**config.mk**
```make
export PLATFORM = sky130hd
export DESIGN_NAME = blkzero_seq
export DESIGN_NICKNAME = d
export VERILOG_FILES = /design/src/rtl/bz_pkg.sv /design/src/rtl/bz_size_sel.sv /design/src/rtl/bz_align.sv /design/src/rtl/blkzero_seq.sv
export SDC_FILE = /design/constraint.sdc
export NUM_CORES = 1
export LEC_CHECK = 0
export ABC_AREA = 1
export BUFFER_PORTS_ARGS = -buffer_cell sky130_fd_sc_hd__buf_2
export CORE_MARGIN = 3
export CORE_UTILIZATION = 25
export DETAILED_ROUTE_END_ITERATION = 10
export PLACE_DENSITY = 0.58
export SLEW_MARGIN = 15
export SYNTH_ARGS = -nofsm -noshare
export SYNTH_HDL_FRONTEND = slang
export SYNTH_SLANG_ARGS = --single-unit
```
**constraint.sdc**
```tcl
create_clock -name clk -period 2.59 [get_ports clk]
set_input_delay 0.3885 -clock clk [delete_from_list [all_inputs] [get_ports clk]]
set_output_delay 0.3885 -clock clk [all_outputs]
set_load 0.01 [all_outputs]
```
**src/rtl/bz_pkg.sv**
```systemverilog
package bz_pkg;
    localparam int WORD_BYTES = 4;
    localparam int MAX_WORDS  = 32;
    localparam int IDX_W      = $clog2(MAX_WORDS);
    localparam int OFS_W      = IDX_W + $clog2(WORD_BYTES);

    typedef enum logic [1:0] {
        LS_32  = 2'd0,
        LS_64  = 2'd1,
        LS_128 = 2'd2
    } line_sel_e;

    // Index of the final word of a block of the given size.
    function automatic logic [IDX_W-1:0] last_idx(line_sel_e s);
        case (s)
            LS_32:   return IDX_W'(7);
            LS_64:   return IDX_W'(15);
            default: return IDX_W'(MAX_WORDS - 1);
        endcase
    endfunction

    // Byte-offset mask within a block of the given size.
    function automatic logic [OFS_W-1:0] ofs_mask(line_sel_e s);
        return {last_idx(s), 2'b11};
    endfunction
endpackage

```
**src/rtl/bz_size_sel.sv**
```systemverilog
module bz_size_sel
    import bz_pkg::*;
#(
    parameter int CFG_W = 9
) (
    input  logic [CFG_W-1:0] cfg_bytes,
    input  logic [1:0]       mode_field,
    input  logic             tunable,
    input  logic             keep_size,
    output line_sel_e        sel
);
    logic      is32, is64, is128, supported, forced, use_cfg;
    line_sel_e cfg_sel, run_sel;

    always_comb begin
        is32      = (cfg_bytes == CFG_W'(32));
        is64      = (cfg_bytes == CFG_W'(64));
        is128     = (cfg_bytes == CFG_W'(128));
        supported = is32 | is64 | is128;
        forced    = (mode_field == 2'b01);

        if (is128)     cfg_sel = LS_128;
        else if (is64) cfg_sel = LS_64;
        else           cfg_sel = LS_32;

        // Run-time path: threshold on configured size, then the override.
        if (forced)                         run_sel = LS_32;
        else if (cfg_bytes >= CFG_W'(128))  run_sel = LS_128;
        else if (cfg_bytes >= CFG_W'(64))   run_sel = LS_64;
        else                                run_sel = LS_32;

        use_cfg = supported && (!tunable || keep_size);
        sel     = use_cfg ? cfg_sel : run_sel;
    end
endmodule

```
**src/rtl/bz_align.sv**
```systemverilog
module bz_align
    import bz_pkg::*;
#(
    parameter int AW = 32
) (
    input  logic [AW-1:0] addr,
    input  line_sel_e     sel,
    output logic [AW-1:0] aligned
);
    localparam int HI_W = AW - OFS_W;

    always_comb begin
        aligned = addr & ~{{HI_W{1'b0}}, ofs_mask(sel)};
    end
endmodule

```
**src/rtl/blkzero_seq.sv**
```systemverilog
module blkzero_seq
    import bz_pkg::*;
#(
    parameter int AW    = 32,
    parameter int DW    = 32,
    parameter int CFG_W = 9
) (
    input  logic             clk,
    input  logic             rst_n,
    input  logic             req_valid,
    output logic             req_ready,
    input  logic [AW-1:0]    req_addr,
    input  logic [CFG_W-1:0] cfg_line_bytes,
    input  logic [1:0]       mode_field,
    input  logic             req_tunable,
    input  logic             req_keep_size,
    output logic             wr_valid,
    input  logic             wr_ready,
    output logic [AW-1:0]    wr_addr,
    output logic [DW-1:0]    wr_data,
    output logic             busy,
    output logic             done,
    input  logic             resv_valid,
    input  logic [AW-1:0]    resv_addr,
    output logic             resv_clear
);
    localparam int PAD_W = AW - OFS_W;

    typedef struct packed {
        logic             busy;
        line_sel_e        sel;
        logic [IDX_W-1:0] idx;
        logic [AW-1:0]    base;
        logic             done;
        logic             clr;
    } seq_state_t;

    seq_state_t    s_d, s_q;
    line_sel_e     sel_w;
    logic [AW-1:0] req_base;
    logic [AW-1:0] resv_base;
    logic          resv_hit;
    logic          last_word;

    bz_size_sel #(.CFG_W(CFG_W)) u_size (
        .cfg_bytes  (cfg_line_bytes),
        .mode_field (mode_field),
        .tunable    (req_tunable),
        .keep_size  (req_keep_size),
        .sel        (sel_w)
    );

    bz_align #(.AW(AW)) u_req_align (
        .addr    (req_addr),
        .sel     (sel_w),
        .aligned (req_base)
    );

    bz_align #(.AW(AW)) u_resv_align (
        .addr    (resv_addr),
        .sel     (s_q.sel),
        .aligned (resv_base)
    );

    always_comb begin
        resv_hit  = resv_valid && (resv_base == s_q.base);
        last_word = (s_q.idx == last_idx(s_q.sel));

        s_d      = s_q;
        s_d.done = 1'b0;
        s_d.clr  = 1'b0;
        if (s_q.busy) begin
            if (wr_ready) begin
                if (last_word) begin
                    s_d.busy = 1'b0;
                    s_d.done = 1'b1;
                    s_d.clr  = resv_hit;
                end else begin
                    s_d.idx = s_q.idx + 1'b1;
                end
            end
        end else if (req_valid) begin
            s_d.busy = 1'b1;
            s_d.sel  = sel_w;
            s_d.base = req_base;
            s_d.idx  = '0;
        end
    end

    always_ff @(posedge clk or negedge rst_n) begin
        if (!rst_n) s_q <= '0;
        else        s_q <= s_d;
    end

    assign req_ready  = !s_q.busy;
    assign wr_valid   = s_q.busy;
    assign wr_addr    = s_q.base + {{PAD_W{1'b0}}, s_q.idx, 2'b00};
    assign wr_data    = '0;
    assign busy       = s_q.busy;
    assign done       = s_q.done;
    assign resv_clear = s_q.clr;
endmodule

```
==> reports/results.ini, run 1 <==
[run_status]
status=complete, no violations

[sta]
tns_ns=0
worst_pin_slew_ns=0.894
hold_viol=0
maxSlewHeadroom=0.404
slew_viol_final=0
fmax_mhz=392
fin_crit_sh=0.986
finalSetupViolations=0
rsz0062_at_grt=yes
period_minus_slack_ns=2.55
fin_skew_ns=0.00390

[power_and_ir_drop]
power_density_mw_per_mm2=975
leakagePower_nw=1.92
peakVddDrop_v=0.000425

[placed_design]
place_inst=658
io_buffer_count=106
dpl_cell_area_mm2=0.00351
place_congestion=0.819
hpwl_mm=7.52

[routing]
vias=2877
route.detailed.drc=0
routedWlPerCell_um=13.7
drt_iter0_drc=182
drt-total-wl_mm=9.17
detail-route-antenna-nets=0
first_pass_iters=4
drt-vias-per-instance=4.30

[clocking]
cts_tree=done
root_buffer=clkbuf_16
cts_buffer_depth=2
clock_sinks=37
clk_transition_reported_paths_ns=0.06
insertion_delay_ns=0.29
cts_htree_levels=2
cts_buffers=5

[synthesis]
syn_area_per_cell_um2=7.12
ys_seq_area_frac=0.308
syn_inst=422
ys_ff_latch=37
ys_types=36
yosys_warnings=0
syn-cell-area_mm2=0.00301
yosysTopAreaCell=dfrtp_1
synth.area.top_cells=dfrtp_1 31%, nand2_1 12%, buf_4 9.5%, xor2_1 8.5%, inv_1 5.7%
synth_top_area_frac=0.308

[floorplanning]
ios=151
die-area_mm2=0.0134
initial_core_util=0.260
rows=39
fp.coreArea_mm2=0.0116
die_x_um=116
die_h_um=116

[min_path]
hold_class=primary input to async pin

[critical_path]
worstSetupEndpointType=output port
worstSetupPathType=flip-flop to output port
reg2reg_to=s_q[21]$_DFFE_PN0P_
worstPathArrival_ns=2.16
crit_required_ns=2.20
reg2regPathDepth=5
r2r_slack_ns=0.90
startpoint_type=flip-flop
crit-reg2reg-launch=busy$_DFF_PN0_
critical_path_peak_fanout=3

[cells_and_area]
fin_area_mm2=0.00372
syn2layout_area_growth_pct=23.7
antenna_cells=0
nFillCells=1280
fin_cells=669
layout.nets=611
drive_gt1_frac=0.281

[flow_run]
maxCapViolations=0

[global_routing]
track_usage=0.133
grt_max_degree=38
antenna_found_initial=0
first_global_vias=2675
overflow=0
grt_pass1_wl_mm=13.7

[worst max path at each step]
stage,from,end,cells past startpoint
after CTS,s_q[7]$_DFFE_PN0P_,wr_addr[25],11
after floorplan,s_q[37]$_DFFE_PN0P_,wr_addr[29],10
after global placement,s_q[37]$_DFFE_PN0P_,wr_addr[25],11
after detailed placement,s_q[37]$_DFFE_PN0P_,wr_addr[27],9
final,s_q[37]$_DFFE_PN0P_,wr_addr[29],11
after global routing,s_q[7]$_DFFE_PN0P_,wr_addr[25],11
[state kept, by name (all words and copies together), names as in the netlist]
signal and count:
resv_clear 1, busy 1, s_q 34, done 1
[critical path, cell delays in order, from the launching register on]
cell and delay, ns:
dfrtp_1 0.35, ha_2 0.20, inv_2 0.04, fa_2 0.36, nor2_2 0.11, nand2_2 0.09, nor2_4 0.13, nand2_2 0.09
nor2_4 0.14, nand3_2 0.09, xor2_1 0.14, buf_2 0.13
[layout by cell type, fill, tap and decap left out, drive strengths merged]
| master | n |
|---|---|
| o22ai | 4 |
| nor2 | 48 |
| nand3 | 20 |
| a21boi | 1 |
| and2 | 1 |
| a21oi | 4 |
| o21ai | 33 |
| nor4 | 1 |
| xor2 | 29 |
| ha | 3 |
| o21bai | 1 |
| conb | 34 |
| nand3b | 1 |
| buf | 112 |
| xnor2 | 9 |
| fa | 1 |
| nand4 | 13 |
| nor3b | 1 |
| dfrtp | 37 |
| inv | 51 |
| nor3 | 9 |
| nand2 | 104 |
| a22oi | 1 |
| clkinvlp | 1 |
| clkbuf | 6 |
| bufinv | 1 |
[stage by stage]
step                      utilization  hold slack, ns  worst slack [ns]  power (mW)
after global placement          0.304           0.470             0.187        2.85
final                           0.321           0.219            0.0371        3.62
after floorplan                     -          0.0929             0.335        2.28
after detailed placement        0.304           0.470             0.159        2.88
after global routing            0.321           0.298           -0.0869        3.94
after CTS                       0.320           0.263          0.000670        3.65
[report_power, final]
part | switching, mW | internal, mW | total, mW
registers | 0.352 | 0.836 | 1.19
clock network | 0.250 | 0.481 | 0.731
logic | 1.02 | 0.685 | 1.71
total | 1.62 | 2.00 | 3.62
[Yosys cell counts]
cell type,instances
a21boi_0,1
a21oi_1,4
a22oi_1,1
and2_1,1
buf_2,4
buf_4,38
buf_6,2
clkbuf_1,2
clkbuf_2,3
conb_1,1
dfrtp_1,37
fa_1,1
ha_1,3
inv_1,46
inv_2,5
nand2_1,100
nand2_2,3
nand2_4,1
nand3_1,19
nand3_2,1
nand3b_1,1
nand4_1,13
nor2_1,42
nor2_2,3
nor2_4,3
nor3_1,6
nor3_2,3
nor3b_1,1
nor4_2,1
o21ai_0,26
o21ai_1,3
o21ai_2,4
o21bai_1,1
o22ai_1,4
xnor2_1,9
xor2_1,29
[repair_timing]
item | 4_1_cts | 5_1_grt
endpoints found under the setup margin | 5 | 4
buffers inserted | 1 | 2
pin swaps | 2 | 5
hold buffers | 0 | 0
gates resized for setup | 3 | 1
[cells by family (layout without fill, tap and decap cells)]
family | Yosys count | after routing | synth area share
flip-flops | 37 | 37 | 0.308
adder cells (fa/ha/maj) | 4 | 4 | 0.0192
buffers and inverters | 100 | 171 | 0.180
AND/OR/NAND/NOR | 198 | 198 | 0.298
AO/OA/AOI/OAI | 44 | 44 | 0.0824
XOR/XNOR | 38 | 38 | 0.111
other | 1 | 34 | 0.00125
[per-layer routing]
metal	track usage	wire length [µm]
met5	0	0
met4	0.0209	44
met3	0.0366	758
met2	0.224	4470
met1	0.175	3890
[layout make-up]
class                           instances  area [µm²]  area share
Clock inverter                          2        37.5      0.0101
Timing Repair Buffer                  112         576       0.155
Multi-Input combinational cell        318        1670       0.449
Sequential cell                        37         926       0.249
Inverter                               51         191      0.0515
Clock buffer                            6         139      0.0374
Tap cell                              143         179      0.0481
Note: power is estimated with default switching activity, not from simulation.
==> inputs of run 2 (changes only) <==
clock period = 2.44 ns   (was 2.59 ns; I/O delays follow)
==> run 2 against run 1 <==
Effect of this change: the run now ends with setup timing left; routed wire length rose by 0.17%; core utilization is 0.38 points higher; clock skew is essentially flat; cell area grew 1.2%; via count down 0.10%; flip-flop and latch count is the same; clock power down 13%; combinational power increased by 9%; worst setup slack worse by 0.091 ns; cell count increased by 1.2%; critical path type unchanged; critical endpoint unchanged; largest cell class unchanged; highest routed layer unchanged.
==> reports/results.ini, run 2 (synthesis results as in run 1) <==
[global_routing]
first_global_vias=2792
grt_max_degree=38
track_usage=0.134
antenna_found_initial=0
grt_pass1_wl_mm=13.7
overflow=0

[sta]
slew_viol_final=0
hold_ws_ns=0.184
fin_crit_sh=1.02
rsz0062_at_grt=yes
maxSlewHeadroom=0.422
fmax_mhz=401
fin_skew_ns=0.00409
finalSetupViolations=3
worst_pin_slew_ns=0.867
tns_ns=-0.115
hold_viol=0
fin_ws_ns=-0.0538
period_minus_slack_ns=2.49

[clocking]
root_buffer=clkbuf_16
cts_buffers=5
cts_tree=done
clock_sinks=37
cts_htree_levels=2
cts.hold.buffers_added=0
cts_buffer_depth=2
insertion_delay_ns=0.28
clk_transition_reported_paths_ns=0.06

[floorplanning]
fp.coreArea_mm2=0.0116
rows=39
die_h_um=116
die_x_um=116
ios=151
die-area_mm2=0.0134
initial_core_util=0.260

[cells_and_area]
syn2layout_area_growth_pct=25.1
regMostFlops=s_q
layout.nets=618
mostFrequentLayoutCells=106 x buf_2, 99 x nand2_1, 45 x inv_1, 41 x nor2_1, 37 x dfrtp_1
final_common_cell=buf_2
drive_gt1_frac=0.296
nFillCells=1285
fin_util=0.325
largest_reg_flops=34

[routing]
drt-total-wl_mm=9.18
route.detailed.drc=0
drt-vias-per-instance=4.25
vias=2874
drt_iter0_drc=103
first_pass_iters=4
routedWlPerCell_um=13.6
detail-route-antenna-nets=0

[power_and_ir_drop]
switching_power_mw=1.74
peakVddDrop_v=0.000397
power_density_mw_per_mm2=1000
combPwrFrac=0.495
seqPwrFrac=0.336
power.internal_mw=2.02
leakagePower_nw=1.97
clkPwrFrac=0.169
switching_share=0.462
report.power.total_mw=3.77

[critical_path]
crit_required_ns=2.07
worstSetupPathType=flip-flop to output port
crit_path_max_incr_delay_ns=0.36
startpoint_type=flip-flop
critical_path_peak_fanout=3
worstSetupEndpointType=output port
cp_slowest_cell=fa_2
worstPathArrival_ns=2.13
cp_cell_sequence=ha_2, inv_2, fa_2, nor2_2, nand2_2, nor2_4, nand2_2, nor2_4, nand3_2, xor2_1, buf_2

[placed_design]
dp_slack_ns=0.144
hpwl_mm=7.57
io_buffer_count=106
place_congestion=0.844

[run_status]
violations=setup timing
status=finished, violations left

[flow_run]
maxCapViolations=0

[min_path]
hold_class=primary input to async pin

-- run 2: cell types whose count changed in the layout (fill, tap and decap cells not counted), sizes merged --
| cell | before | now |
|---|---|---|
| buf | 112 | 119 |
| bufinv | 1 | 0 |
| clkbuf | 6 | 5 |
| clkinv | 0 | 2 |
| diode | 0 | 1 |
-- run 2: final cells by class --
class,count,area (µm²),share of cell area
tap,143,179,0.0476
antenna,1,2.50,0.000665
timing repair buffer,119,628,0.167
multi-input combinational,318,1690,0.450
inverter,51,191,0.0509
sequential,37,926,0.246
clock inverter,3,17.5,0.00466
clock buffer,5,125,0.0333
-- run 2: path summary, 6_finish.rpt --
path	from	endpoint	slack, ns	cells after the start
max	s_q[7]$_DFFE_PN0P_	wr_addr[29]	-0.05	11
min in group clk	req_addr[27]	s_q[29]$_DFFE_PN0P_	0.29	3
max in group asynchronous	rst_n	s_q[24]$_DFFE_PN0P_	1.70	1
min	rst_n	s_q[20]$_DFFE_PN0P_	0.18	1
max reg2reg	s_q[34]$_DFFE_PN0P_	s_q[35]$_DFFE_PN0P_	0.80	7
min reg2reg	s_q[39]$_DFFE_PN0P_	s_q[39]$_DFFE_PN0P_	0.49	2
-- run 2: worst max-delay path, delay by kind of cell (launching register included) --
family | cells | cell delay [ns]
buf+inv | 2 | 0.17
flops | 1 | 0.35
xor+xnor | 1 | 0.14
fa+ha+maj | 2 | 0.55
simple gates | 6 | 0.61
-- run 2: routing by layer --
layer,part of all wire,wire length [µm],track usage
met5,0,0,0
met4,0.0059,54,0.0356
met3,0.075,690,0.0282
met2,0.49,4480,0.228
met1,0.43,3960,0.173
-- run 2: through the flow --
stage          cell area (µm²)  std cells
2_1_floorplan             3130        455
3_3_place_gp              3530        660
3_5_place_dp              3530        660
4_1_cts                   3720        674
5_1_grt                   3760        676
6_report                  3760        677
-- run 2: repair_timing --
action | CTS | global route
setup endpoints to repair | 7 | 13
buffers inserted | 6 | 2
gates resized for setup | 5 | 3
pin swaps | 4 | 5
-- run 2: power by group through the flow --
stage          logic [mW]  clock network (mW)  registers, mW
2_1_floorplan        1.31                   0           1.11
3_3_place_gp         1.79                   0           1.25
3_5_place_dp         1.81                   0           1.27
4_1_cts              1.85               0.661           1.26
5_1_grt              2.10               0.690           1.31
6_report             1.86               0.637           1.27
